`src/rtl/pbus_pkg.sv`:
```
package pbus_pkg;

  localparam int BUS_W = 16;

  typedef struct packed {
    logic       rd_mode;
    logic       wide;
    logic       dma_en;
    logic       wr_en;
    logic       sel;
    logic       dc;
    logic [2:0] div_m1;
    logic [5:0] cyc_m1;
    logic [3:0] act_m1;
  } ctrl_t;

  localparam int CTRL_W = $bits(ctrl_t);
  localparam logic [CTRL_W-1:0] CTRL_RST = 19'h00031;

  typedef struct packed {
    logic [1:0]  size;
    logic [31:0] word;
  } fifo_ent_t;

  // beats one buffered entry produces
  function automatic logic [2:0] ent_beats(logic [1:0] size, logic wide);
    case (size)
      2'd0:    return 3'd1;
      2'd1:    return wide ? 3'd1 : 3'd2;
      default: return wide ? 3'd2 : 3'd4;
    endcase
  endfunction

  // beat value for position idx of a word
  function automatic logic [BUS_W-1:0] beat_slice(logic [31:0] w, logic [1:0] idx, logic wide);
    if (wide) return idx[0] ? w[31:16] : w[15:0];
    return {8'h00, w[{idx, 3'b000} +: 8]};
  endfunction

  // insert a sampled read beat into the packing word
  function automatic logic [31:0] pack_beat(logic [31:0] acc, logic [BUS_W-1:0] din,
                                            logic [1:0] idx, logic wide);
    logic [31:0] r;
    r = acc;
    if (wide) begin
      if (idx[0]) r[31:16] = din;
      else        r[15:0]  = din;
    end else begin
      r[{idx, 3'b000} +: 8] = din[7:0];
    end
    return r;
  endfunction

  // last tick index (0-based) with the strobe active, clipped inside the beat
  function automatic logic [5:0] strobe_last(logic [3:0] act_m1, logic [5:0] cyc_m1);
    if ({2'b00, act_m1} < cyc_m1) return {2'b00, act_m1};
    return cyc_m1 - 6'd1;
  endfunction

endpackage

```
`src/rtl/pbus_tick.sv`:
```
module pbus_tick #(
  parameter int DIV_W = 3
) (
  input  logic             clk,
  input  logic             rst_n,
  input  logic             clr,
  input  logic [DIV_W-1:0] div_m1,
  output logic             tick
);
  logic [DIV_W-1:0] cnt;

  assign tick = (cnt == div_m1);

  always_ff @(posedge clk or negedge rst_n) begin
    if (!rst_n)     cnt <= '0;
    else if (clr)   cnt <= '0;
    else if (tick)  cnt <= '0;
    else            cnt <= cnt + 1'b1;
  end
endmodule

```
`src/rtl/pbus_fifo.sv`:
```
module pbus_fifo #(
  parameter int W     = 34,
  parameter int DEPTH = 8,
  localparam int AW   = $clog2(DEPTH),
  localparam int LW   = AW + 1
) (
  input  logic          clk,
  input  logic          rst_n,
  input  logic          clr,
  input  logic          push,
  input  logic [W-1:0]  din,
  input  logic          pop,
  output logic [W-1:0]  dout,
  output logic          empty,
  output logic          full,
  output logic [LW-1:0] level
);
  logic [W-1:0]  mem [DEPTH];
  logic [AW-1:0] wp, rp;
  logic          do_push, do_pop;

  assign empty   = (level == '0);
  assign full    = (level == LW'(DEPTH));
  assign do_push = push && !full;
  assign do_pop  = pop && !empty;
  assign dout    = mem[rp];

  function automatic logic [AW-1:0] nxt(logic [AW-1:0] p);
    return (p == AW'(DEPTH - 1)) ? '0 : p + 1'b1;
  endfunction

  always_ff @(posedge clk or negedge rst_n) begin
    if (!rst_n) begin
      wp <= '0; rp <= '0; level <= '0;
    end else if (clr) begin
      wp <= '0; rp <= '0; level <= '0;
    end else begin
      if (do_push) wp <= nxt(wp);
      if (do_pop)  rp <= nxt(rp);
      if (do_push && !do_pop)      level <= level + 1'b1;
      else if (do_pop && !do_push) level <= level - 1'b1;
    end
  end

  always_ff @(posedge clk) begin
    if (do_push) mem[wp] <= din;
  end

  p_no_overflow_r12: assert property (@(posedge clk) disable iff (!rst_n)
    (full && push && !pop && !clr) |=> full);
  p_pop_needs_data_r4: assert property (@(posedge clk) disable iff (!rst_n)
    pop |-> !empty);
endmodule

```
`src/rtl/pbus_beat_engine.sv`:
```
module pbus_beat_engine
  import pbus_pkg::*;
#(
  parameter int CNT_W = 18
) (
  input  logic             clk,
  input  logic             rst_n,
  input  logic             clr,
  input  ctrl_t            ctrl,
  input  logic             start,
  input  logic [CNT_W-1:0] start_cnt,
  input  logic             tick,
  input  logic             fifo_empty,
  input  fifo_ent_t        head,
  input  logic [BUS_W-1:0] bus_din,
  output logic             pop,
  output logic             busy,
  output logic             in_beat,
  output logic             strobe_on,
  output logic [BUS_W-1:0] bus_dout,
  output logic [31:0]      rd_word
);
  logic [CNT_W:0] remaining;
  logic [5:0]     tcnt;
  logic [1:0]     sub;
  logic [31:0]    acc;
  logic [5:0]     act_last;
  logic [2:0]     nbeats;
  logic           run, ready, beat_start, beat_end, last_sub, last_beat, rd_capture;
  logic [31:0]    acc_next;

  assign run        = ctrl.sel && (ctrl.rd_mode || ctrl.wr_en);
  assign ready      = busy && run && (ctrl.rd_mode || !fifo_empty);
  assign beat_start = tick && !in_beat && ready;
  assign beat_end   = tick && in_beat && (tcnt == ctrl.cyc_m1);
  assign act_last   = strobe_last(ctrl.act_m1, ctrl.cyc_m1);
  assign strobe_on  = in_beat && (tcnt <= act_last);
  assign nbeats     = ctrl.rd_mode ? (ctrl.wide ? 3'd2 : 3'd4) : ent_beats(head.size, ctrl.wide);
  assign last_sub   = ({1'b0, sub} == nbeats - 3'd1);
  assign last_beat  = (remaining == (CNT_W+1)'(1));
  assign pop        = beat_end && !ctrl.rd_mode && (last_sub || last_beat);
  assign rd_capture = tick && in_beat && ctrl.rd_mode && (tcnt == act_last);
  assign acc_next   = pack_beat(acc, bus_din, sub, ctrl.wide);
  assign bus_dout   = ctrl.rd_mode ? '0 : beat_slice(head.word, sub, ctrl.wide);

  always_ff @(posedge clk or negedge rst_n) begin
    if (!rst_n) begin
      busy <= 1'b0; remaining <= '0; in_beat <= 1'b0; tcnt <= '0;
      sub <= '0; acc <= '0; rd_word <= '0;
    end else if (clr) begin
      busy <= 1'b0; remaining <= '0; in_beat <= 1'b0; tcnt <= '0;
      sub <= '0; acc <= '0; rd_word <= '0;
    end else if (start) begin
      busy      <= 1'b1;
      remaining <= {1'b0, start_cnt} + 1'b1;
      in_beat   <= 1'b0;
      tcnt      <= '0;
      sub       <= '0;
      acc       <= '0;
    end else begin
      if (beat_start) begin
        in_beat <= 1'b1;
        tcnt    <= '0;
      end else if (beat_end) begin
        in_beat   <= 1'b0;
        remaining <= remaining - 1'b1;
        if (last_beat) busy <= 1'b0;
        sub <= (last_sub || last_beat) ? 2'd0 : sub + 2'd1;
      end else if (tick && in_beat) begin
        tcnt <= tcnt + 6'd1;
      end
      if (rd_capture) begin
        if (last_sub || last_beat) begin
          rd_word <= acc_next;
          acc     <= '0;
        end else begin
          acc <= acc_next;
        end
      end
    end
  end

  p_beat_needs_data_r6: assert property (@(posedge clk) disable iff (!rst_n)
    $rose(in_beat) |-> $past(ctrl.sel && (ctrl.rd_mode || !fifo_empty)));
  p_count_steps_r4: assert property (@(posedge clk) disable iff (!rst_n)
    (!$past(start) && !$past(clr) && remaining != $past(remaining)) |-> $past(beat_end));
endmodule

```
`src/rtl/lcd_pbus_ctrl.sv`:
```
module lcd_pbus_ctrl
  import pbus_pkg::*;
#(
  parameter int DEPTH = 8,
  parameter int CNT_W = 18,
  localparam int LW   = $clog2(DEPTH) + 1
) (
  input  logic              clk,
  input  logic              rst_n,
  input  logic              h_wr,
  input  logic [1:0]        h_addr,
  input  logic [1:0]        h_size,
  input  logic [31:0]       h_wdata,
  output logic [31:0]       h_rdata,
  output logic              cs_n,
  output logic              wr_n,
  output logic              rd_n,
  output logic              dc,
  output logic [BUS_W-1:0]  bus_dout,
  input  logic [BUS_W-1:0]  bus_din,
  output logic              dma_req
);
  ctrl_t       ctrl_q;
  fifo_ent_t   push_ent, head;
  logic        wr_ctrl, soft_rst, start, push, pop;
  logic        tick, fifo_empty, fifo_full, busy, in_beat, strobe_on, xfer_done;
  logic [LW-1:0] level;
  logic [31:0] rd_word, push_data;

  assign wr_ctrl  = h_wr && (h_addr == 2'd0);
  assign soft_rst = wr_ctrl && (h_wdata[9:4] < 6'd2);
  assign start    = h_wr && (h_addr == 2'd1);
  assign push     = h_wr && (h_addr == 2'd2);

  always_comb begin
    case (h_size)
      2'd0:    push_data = {24'h0, h_wdata[7:0]};
      2'd1:    push_data = {16'h0, h_wdata[15:0]};
      default: push_data = h_wdata;
    endcase
  end
  assign push_ent = '{size: h_size, word: push_data};

  always_ff @(posedge clk or negedge rst_n) begin
    if (!rst_n)        ctrl_q <= ctrl_t'(CTRL_RST);
    else if (soft_rst) ctrl_q <= ctrl_t'(CTRL_RST);
    else if (wr_ctrl)  ctrl_q <= ctrl_t'(h_wdata[CTRL_W-1:0]);
  end

  pbus_tick #(.DIV_W(3)) u_tick (
    .clk(clk), .rst_n(rst_n), .clr(soft_rst), .div_m1(ctrl_q.div_m1), .tick(tick)
  );

  pbus_fifo #(.W($bits(fifo_ent_t)), .DEPTH(DEPTH)) u_fifo (
    .clk(clk), .rst_n(rst_n), .clr(soft_rst), .push(push), .din(push_ent),
    .pop(pop), .dout(head), .empty(fifo_empty), .full(fifo_full), .level(level)
  );

  pbus_beat_engine #(.CNT_W(CNT_W)) u_eng (
    .clk(clk), .rst_n(rst_n), .clr(soft_rst), .ctrl(ctrl_q),
    .start(start), .start_cnt(h_wdata[CNT_W-1:0]), .tick(tick),
    .fifo_empty(fifo_empty), .head(head), .bus_din(bus_din),
    .pop(pop), .busy(busy), .in_beat(in_beat), .strobe_on(strobe_on),
    .bus_dout(bus_dout), .rd_word(rd_word)
  );

  assign xfer_done = fifo_empty && !busy;
  assign cs_n      = !ctrl_q.sel;
  assign dc        = ctrl_q.dc;
  assign wr_n      = !(strobe_on && ctrl_q.sel && ctrl_q.wr_en && !ctrl_q.rd_mode);
  assign rd_n      = !(strobe_on && ctrl_q.sel && ctrl_q.rd_mode);
  assign dma_req   = ctrl_q.dma_en && busy && !ctrl_q.rd_mode && !fifo_full;

  always_comb begin
    h_rdata = '0;
    case (h_addr)
      2'd0: h_rdata[CTRL_W-1:0] = ctrl_q;
      2'd1: begin
        h_rdata[0]       = xfer_done;
        h_rdata[8 +: LW] = level;
      end
      2'd2: h_rdata = rd_word;
      default: h_rdata = '0;
    endcase
  end

  p_one_strobe_r11: assert property (@(posedge clk) disable iff (!rst_n)
    !(!wr_n && !rd_n));
  p_strobe_in_cs_r6: assert property (@(posedge clk) disable iff (!rst_n)
    (!wr_n || !rd_n) |-> !cs_n);
  p_dma_full_r9: assert property (@(posedge clk) disable iff (!rst_n)
    fifo_full |-> !dma_req);
  p_done_idle_r8: assert property (@(posedge clk) disable iff (!rst_n)
    xfer_done |-> (wr_n && rd_n));
endmodule

```
`config.mk`:
```
export PLATFORM = sky130hd
export DESIGN_NAME = lcd_pbus_ctrl
export DESIGN_NICKNAME = d
export VERILOG_FILES = /design/src/rtl/pbus_pkg.sv /design/src/rtl/pbus_tick.sv /design/src/rtl/pbus_fifo.sv /design/src/rtl/pbus_beat_engine.sv /design/src/rtl/lcd_pbus_ctrl.sv
export SDC_FILE = /design/constraint.sdc
export NUM_CORES = 1
export LEC_CHECK = 0
export BUFFER_PORTS_ARGS = -buffer_cell sky130_fd_sc_hd__buf_4
export CORE_ASPECT_RATIO = 1.25
export CORE_MARGIN = 3
export CORE_UTILIZATION = 45
export CTS_CLUSTER_SIZE = 28
export DETAILED_ROUTE_END_ITERATION = 8
export GPL_TIMING_DRIVEN = 0
export MAX_ROUTING_LAYER = met4
export PLACE_DENSITY = 0.7
export SLEW_MARGIN = 20
export SYNTH_ARGS = -nofsm -noshare
export SYNTH_HDL_FRONTEND = slang
export SYNTH_SLANG_ARGS = --single-unit
export TNS_END_PERCENT = 20
```
`constraint.sdc`:
```
create_clock -name clk -period 7.4 [get_ports clk]
set_input_delay 0.37 -clock clk [delete_from_list [all_inputs] [get_ports clk]]
set_output_delay 0.37 -clock clk [all_outputs]
set_load 0.02 [all_outputs]
```
== After elaboration in Yosys (flattened, before gate mapping) ==
Memories as Yosys holds them, arrays and structs flattened.
Index checks and enable logic that the tools add are counted.

* $add $sub $neg: 12
* Multiply operators: 0
* Divide/modulo/power cells: 0
* $lt $le $gt $ge: 3
* Equal/unequal tests: 15
* Shift operators: 3
* Muxes and demuxes: 68
* Bitwise operators: 0
* Reductions and logical operators: 60

{| class="wikitable"
|+ Operators with widths
! kind !! number
|-
| 2-to-1 mux 32 bit || 9
|-
| 2-to-1 mux 19 bit || 6
|-
| 2-to-1 mux 16 bit || 6
|-
| one-hot mux 32 bit (2 select lines) || 1
|-
| 2-to-1 mux 6 bit || 7
|-
| bitwise mux 32 bit || 1
|-
| variable shift 8 x 7 -> 32 bit (first input constant) || 1
|-
| variable part select 32 x 6 -> 8 bit || 1
|-
| variable part select 8 x 7 -> 32 bit || 1
|-
| 2-to-1 mux 3 bit || 10
|-
| logical AND 1 bit || 28
|-
| one-hot mux 7 bit (2 select lines) || 2
|-
| adder 18 x 1 -> 19 bit (second input constant) || 1
|-
| == test 19 x 1 -> 1 bit (second input constant) || 1
|-
| subtractor 19 x 1 -> 19 bit (second input constant) || 1
|-
| 2-to-1 mux 1 bit || 13
|-
| 2-to-1 mux 13 bit || 1
|-
| == test 6 bit || 2
|-
| 2-to-1 mux 2 bit || 6
|-
| 2-to-1 mux 4 bit || 3
|-
| one-hot mux 4 bit (3 select lines) || 1
|-
| nonzero test 3 bit || 4
|-
| logical NOT 1 bit || 10
|-
| nonzero test 2 bit || 5
|-
| 28 further kinds || 40
|}

* Register bits: 125
* Latch bits: 0
* Bits in writable memories: 272
* ROM bits: 0
* Input bits: 55
* Word-level logic and storage cells: 182
* Memories: 1

{| class="wikitable"
|+ Memory list
! memory !! words !! bits a word !! rd ports !! clocked after Yosys merged registers in !! wr ports !! line !! text
|-
| u_fifo.mem || 8 || 34 || 1 || 0 || 1 || pbus_fifo.sv:18 || <nowiki>logic [W-1:0] mem [DEPTH];</nowiki>
|}

== Longest topological paths before layout ==
An unclocked memory read counts as a cell.

* Word-level depth: 13
* Mapped depth: 18
* Depth with buffers taken out: 18

== By module ==
A second synthesis with hierarchy kept.

* Cell total of the unflattened synthesis: 1,324
* Area total of the unflattened synthesis: 19,007.0 um^2

{| class="wikitable"
|+ By module, submodules not included
! module !! instances !! cells an instance !! area each (um^2) !! sequential area each (um^2)
|-
| pbus_fifo || 1 || 470 || 11,148.2 || 8,418.1
|-
| pbus_beat_engine || 1 || 658 || 6,316.1 || 2,327.2
|-
| lcd_pbus_ctrl || 1 || 183 || 1,382.6 || 479.2
|-
| pbus_tick || 1 || 13 || 160.2 || 75.1
|}

== Least setup slack after synthesis ==
OpenSTA, ideal clock, no wires.

* Path kind: in2reg
* Start point: in h_addr[1]
* End point: mem u_fifo.mem[4][0] (enable)
* Arrival: 4,603 ps
* Required time: 6,878 ps
* Setup slack: 2,274 ps
* Stages on the path: 4
* Buffers on the path: 1
* Path through: nor2b_1 -> clkbuf_1 -> nand3_1 -> nor4b_1

* Cells in the longest elaborated chain, start to end: 5

{| class="wikitable"
|+ Ends and longest elaborated chain
! element !! line !! text
|-
| start, declared || lcd_pbus_ctrl.sv:11 || <nowiki>input logic [1:0] h_addr,</nowiki>
|-
| == test 2 bit || lcd_pbus_ctrl.sv:33 || <nowiki>assign push = h_wr && (h_addr == 2'd2);</nowiki>
|-
| logical AND 1 bit || lcd_pbus_ctrl.sv:33 ||
|-
| logical AND 1 bit || pbus_fifo.sv:24 || <nowiki>assign do_push = push && !full;</nowiki>
|-
| 2-to-1 mux 1 bit || pbus_fifo.sv:46 || <nowiki>if (do_push) mem[wp] <= din;</nowiki>
|-
| 2-to-1 mux 1 bit (implied by the code) || pbus_fifo.sv:46 ||
|-
| end, declared || pbus_fifo.sv:18 ||
|}

Every way passes these cells.

== Worst setup path after layout ==
* Start point: reg ctrl_q[5] (netlist name)
* End point: out wr_n

* Cells in the longest elaborated chain, start to end: 9
* Elaborated cells between the ends (all ways): 10
* Those cells by class: 1 x add/sub; 2 x order compare; 2 x mux; 5 x reduce/logical

{| class="wikitable"
|+ Ends and longest elaborated chain
! element !! line !! text
|-
| start, declared || lcd_pbus_ctrl.sv:23 || <nowiki>ctrl_t ctrl_q;</nowiki>
|-
| start signal, assigned || lcd_pbus_ctrl.sv:45 || <nowiki>if (!rst_n) ctrl_q <= ctrl_t'(CTRL_RST);</nowiki>
|-
| start signal, assigned || lcd_pbus_ctrl.sv:46 || <nowiki>else if (soft_rst) ctrl_q <= ctrl_t'(CTRL_RST);</nowiki>
|-
| start signal, assigned || lcd_pbus_ctrl.sv:47 || <nowiki>else if (wr_ctrl) ctrl_q <= ctrl_t'(h_wdata[CTRL_W-1:0]);</nowiki>
|-
| less-than comparator 4 x 6 -> 1 bit || pbus_pkg.sv:56 || <nowiki>if ({2'b00, act_m1} < cyc_m1) return {2'b00, act_m1};</nowiki>
|-
| 2-to-1 mux 1 bit || pbus_pkg.sv:56 ||
|-
| 2-to-1 mux 6 bit (*) || pbus_pkg.sv:57 || <nowiki>return cyc_m1 - 6'd1;</nowiki>
|-
| less-or-equal comparator 6 bit (*) || pbus_beat_engine.sv:37 || <nowiki>assign strobe_on = in_beat && (tcnt <= act_last);</nowiki>
|-
| logical AND 1 bit (*) || pbus_beat_engine.sv:37 ||
|-
| logical AND 1 bit (*) (3 in series) || lcd_pbus_ctrl.sv:70 || <nowiki>assign wr_n = !(strobe_on && ctrl_q.sel && ctrl_q.wr_en && !ctrl_q.rd_mode);</nowiki>
|-
| logical NOT 1 bit (*) || lcd_pbus_ctrl.sv:70 ||
|-
| end, declared || lcd_pbus_ctrl.sv:16 || <nowiki>output logic wr_n,</nowiki>
|}

Mark *: on every way between the ends. The rest lies on a longest branch, timed or not.

==> run_results.csv <==
group,metric,value,unit
global_route,grt_overflow,0,
floorplan,start_util,45.9,%
timing,min_period,4.90,ns
placed_design,io_buffers,107,
synth,netlist_area,18500,um2
clock_network,clkSinkCount,397,
finish,diodes,0,
routing,drt-wirelength-per-cell,23.0,um
finish,syn_to_final_growth,17.7,%
run,max_cap_viol_count,0,
routing,drt_iter0_drc,1289,
synth,synth_area_leaders,"edfxtp_1 44%, dfrtp_1 16%, mux4_2 8.0%, mux2i_1 4.2%, a22o_1 3.0%",
synth,synth-main-ff-cell,"edfxtp_1",
timing,finalHoldViolations,0,
finish,multi_input_area,6770,um2
synth,ys_ff_latch,397,
timing,rsz0062_at_grt,"false",
routing,drt_pre_antenna_iters,6,
finish,ff_latch_area,11300,um2
worst_hold_path,hp-class,"in -> reg",
worst_setup_path,critPathTopFamily,"simple AND/OR/NAND/NOR gates",
placed_design,post-place-cells,2060,
global_route,grt_max_degree,96,
clock_network,cts_buffers,42,
clock_network,cts_root_buf,"clkbuf_16",
synth,ys_warn_count,0,
clock_network,cts.clk_slew.worst_paths,0.07,ns
global_route,antenna_found_initial,0,
timing,tightest_slew,0.936,ns
pwr,p_total,5.81,mW
synth,synthArstFlopShare,31.5,%
finish,design_area,21800,um2
pwr,vdd_drop_max,0.226,mV
pwr,leakage,8.16,nW
finish,fin_nets,1642,
clock_network,cts_tree,"yes",
routing,drc,0,
routing,avgViaCountPerCell,5.88,
timing,max_freq,0.204,GHz
routing,routed_wl,49300,um
routing,ant_nets,0,
floorplan,boundaryPins,108,
worst_setup_path,arrival,4.53,ns
synth,synth-edff-count,272,
synth,synth_cell_types,59,
timing,fin_crit_sh,66.2,%
synth,post-synth-top-area-fraction,44.1,%
placed_design,routabilityCongestion,0.941,
worst_setup_path,critical_path_buf_inv_count,2,
floorplan,die_y,233,um
finish,drive_above_1_share,21.1,%
floorplan,num_rows,82,
synth,yosysTopAreaCell,"edfxtp_1",
floorplan,die_x,187,um
synth,yosysSeqAreaShare,61.1,%
timing,whs,0.0412,ns
worst_setup_path,worstSetupStartpointType,"flop",
routing,vias,12600,
worst_setup_path,end_kind,"output pin",
worst_setup_path,crit_fanout,9,
worst_setup_path,path_class,"reg -> out",
synth,synth_fp_nets,1447,
finish,final_cell_count_no_fill,2139,
floorplan,die_area,43600,um2
finish,fill_cells,3327,
worst_setup_path,required,7.03,ns
clock_network,clock_path_buffers,3,
worst_setup_path,max_stage_delay,0.62,ns
global_route,grt_pass1_wl,75800,um
floorplan,core_area,40300,um2
timing,finalClockSkew,0.0259,ns
synth,postSynthAreaPerCell,13.6,um2
timing,maxSlewViolCount,0,
placed_design,place_hpwl,35100,um
pwr,power_density,267,nW/um2
global_route,grt_pass1_vias,12600,
worst_setup_path,worst_path_max_delay_cell,"nor3_1",
synth,syn_inst,1364,
clock_network,clock_latency,0.58,ns
timing,relSlewSlack,37.6,%
outcome,outcome,"finished clean",
timing,setup_viol,0,
worst_setup_path,cp_cell_sequence,"inv_1 -> ha_1 -> o21ai_0 -> nand2b_1 -> a21o_1 -> a21oi_1 -> nor3_1 -> o21ai_0 -> ha_1 -> nor2b_1 -> o21a_1 -> o21a_1 -> o21a_1 -> o21ai_0 -> a21oi_1 -> nor3_1 -> nand3b_1 -> buf_4",
placed_design,place_area,20400,um2
global_route,grt_usage,23.1,%
clock_network,cts_max_level,2,
==> timing repair <==
action,CTS,global route
setup endpoints to repair,0,0
setup buffers,0,0
hold buffers,1,0
gates resized for setup,0,0
endpoints found under the hold margin,30,0
==> cells in the final DEF, fill, tap and decap left out, types with 18 or more instances in the layout <==
master     Yosys  final
and2_1        29     29
ha_1          27     27
a22o_1        64     64
buf_2         12     26
xnor2_1       26     26
dfrtp_1      122    122
mux2i_1       78     78
clkbuf_1      51     65
nor3_1        21     18
nor2_1       123    122
nand3_1       20     20
buf_4          8    138
edfxtp_1     272    272
clkbuf_16      0     42
mux2_2        19     19
xor2_1        18     18
a211oi_1      28     28
nand2_1       83     83
mux4_2        66     66
a21oi_1       51     51
o21ai_0       49     49
inv_1         35     35
==> metal layers <==
layer	up-vias	track usage, %	part of all wire [%]
met5	-	-	0
met4	0	7.34	3.1
met3	99	3.30	6.4
met2	546	37.5	48
met1	6319	30.6	42
li1	5603	-	-
==> stage by stage <==
stage	setup slack, ns	TNS, ns	util (%)
finish	2.50	0	54.0
global route	2.11	0	54.0
CTS	2.51	0	54.0
detailed placement	3.00	0	50.6
global placement	-1.97	-168.22	49.6
floorplan	2.27	0	-
==> cell type report <==
type / instances / area share, %
inverters: 36 / 0.620
repair buffers: 151 / 5.29
well taps: 546 / 3.14
clock inverters: 17 / 0.942
flip-flops and latches: 397 / 51.9
clock buffers: 61 / 5.38
multi-input cells: 848 / 31.1
plain buffers: 83 / 1.64
==> synth_stat cells, drive strengths merged, types with 27 or more instances <==
cell / instances
mux2i: 78
o21ai: 50
ha: 27
a21oi: 51
a211oi: 28
a22o: 64
inv: 35
mux4: 66
dfrtp: 122
edfxtp: 272
nor2: 124
clkbuf: 51
and2: 29
nand2: 83
buf: 32
==> final timing paths <==
check / from / slack, ns / endpoint / cells past startpoint
worst max-delay path: ctrl_q[5]$_DFFE_PN1P_ / 2.50 / wr_n / 18
worst min-delay path: h_size[0] / 0.04 / u_fifo.mem[7][32]$_DFFE_PP_ / 1
worst max register to register: ctrl_q[17]$_DFFE_PN0P_ / 2.90 / u_fifo.level[3]$_DFFE_PN0P_ / 14
worst min register to register: u_tick.cnt[0]$_DFF_PN0_ / 0.49 / u_tick.cnt[0]$_DFF_PN0_ / 1
max in group asynchronous: rst_n / 6.36 / ctrl_q[5]$_DFFE_PN1P_ / 3
min in group asynchronous: rst_n / 0.26 / u_eng.rd_word[29]$_DFFE_PN0P_ / 2
==> where the power goes <==
| group | leakage, nW | internal, mW | switching [mW] |
|---|---|---|---|
| combinational | 3.40 | 0.451 | 0.643 |
| clock | 0.654 | 1.19 | 0.899 |
| sequential | 4.10 | 2.51 | 0.118 |
| total | 8.16 | 4.15 | 1.66 |
==> logic make-up after synthesis <==
logic type	Yosys count	share of synthesized area, %
flops	397	61.1
simple gates	351	9.07
compound gates	262	9.80
xor+xnor	44	2.08
mux	163	13.4
fa+ha+maj	28	1.93
buf+inv	119	2.66
==> state kept, by name, summed over array words and instances, names as in the netlist <==
| name | count |
|---|---|
| u_eng.remaining | 19 |
| u_fifo.level | 4 |
| u_eng.tcnt | 6 |
| u_eng.rd_word | 32 |
| u_eng.busy | 1 |
| u_fifo.wp | 3 |
| u_eng.acc | 32 |
| u_fifo.mem | 272 |
| u_eng.in_beat | 1 |
| dc | 1 |
| u_tick.cnt | 3 |
| u_eng.sub | 2 |
| ctrl_q | 18 |
| u_fifo.rp | 3 |
Note: power is estimated with default switching activity, not from simulation.
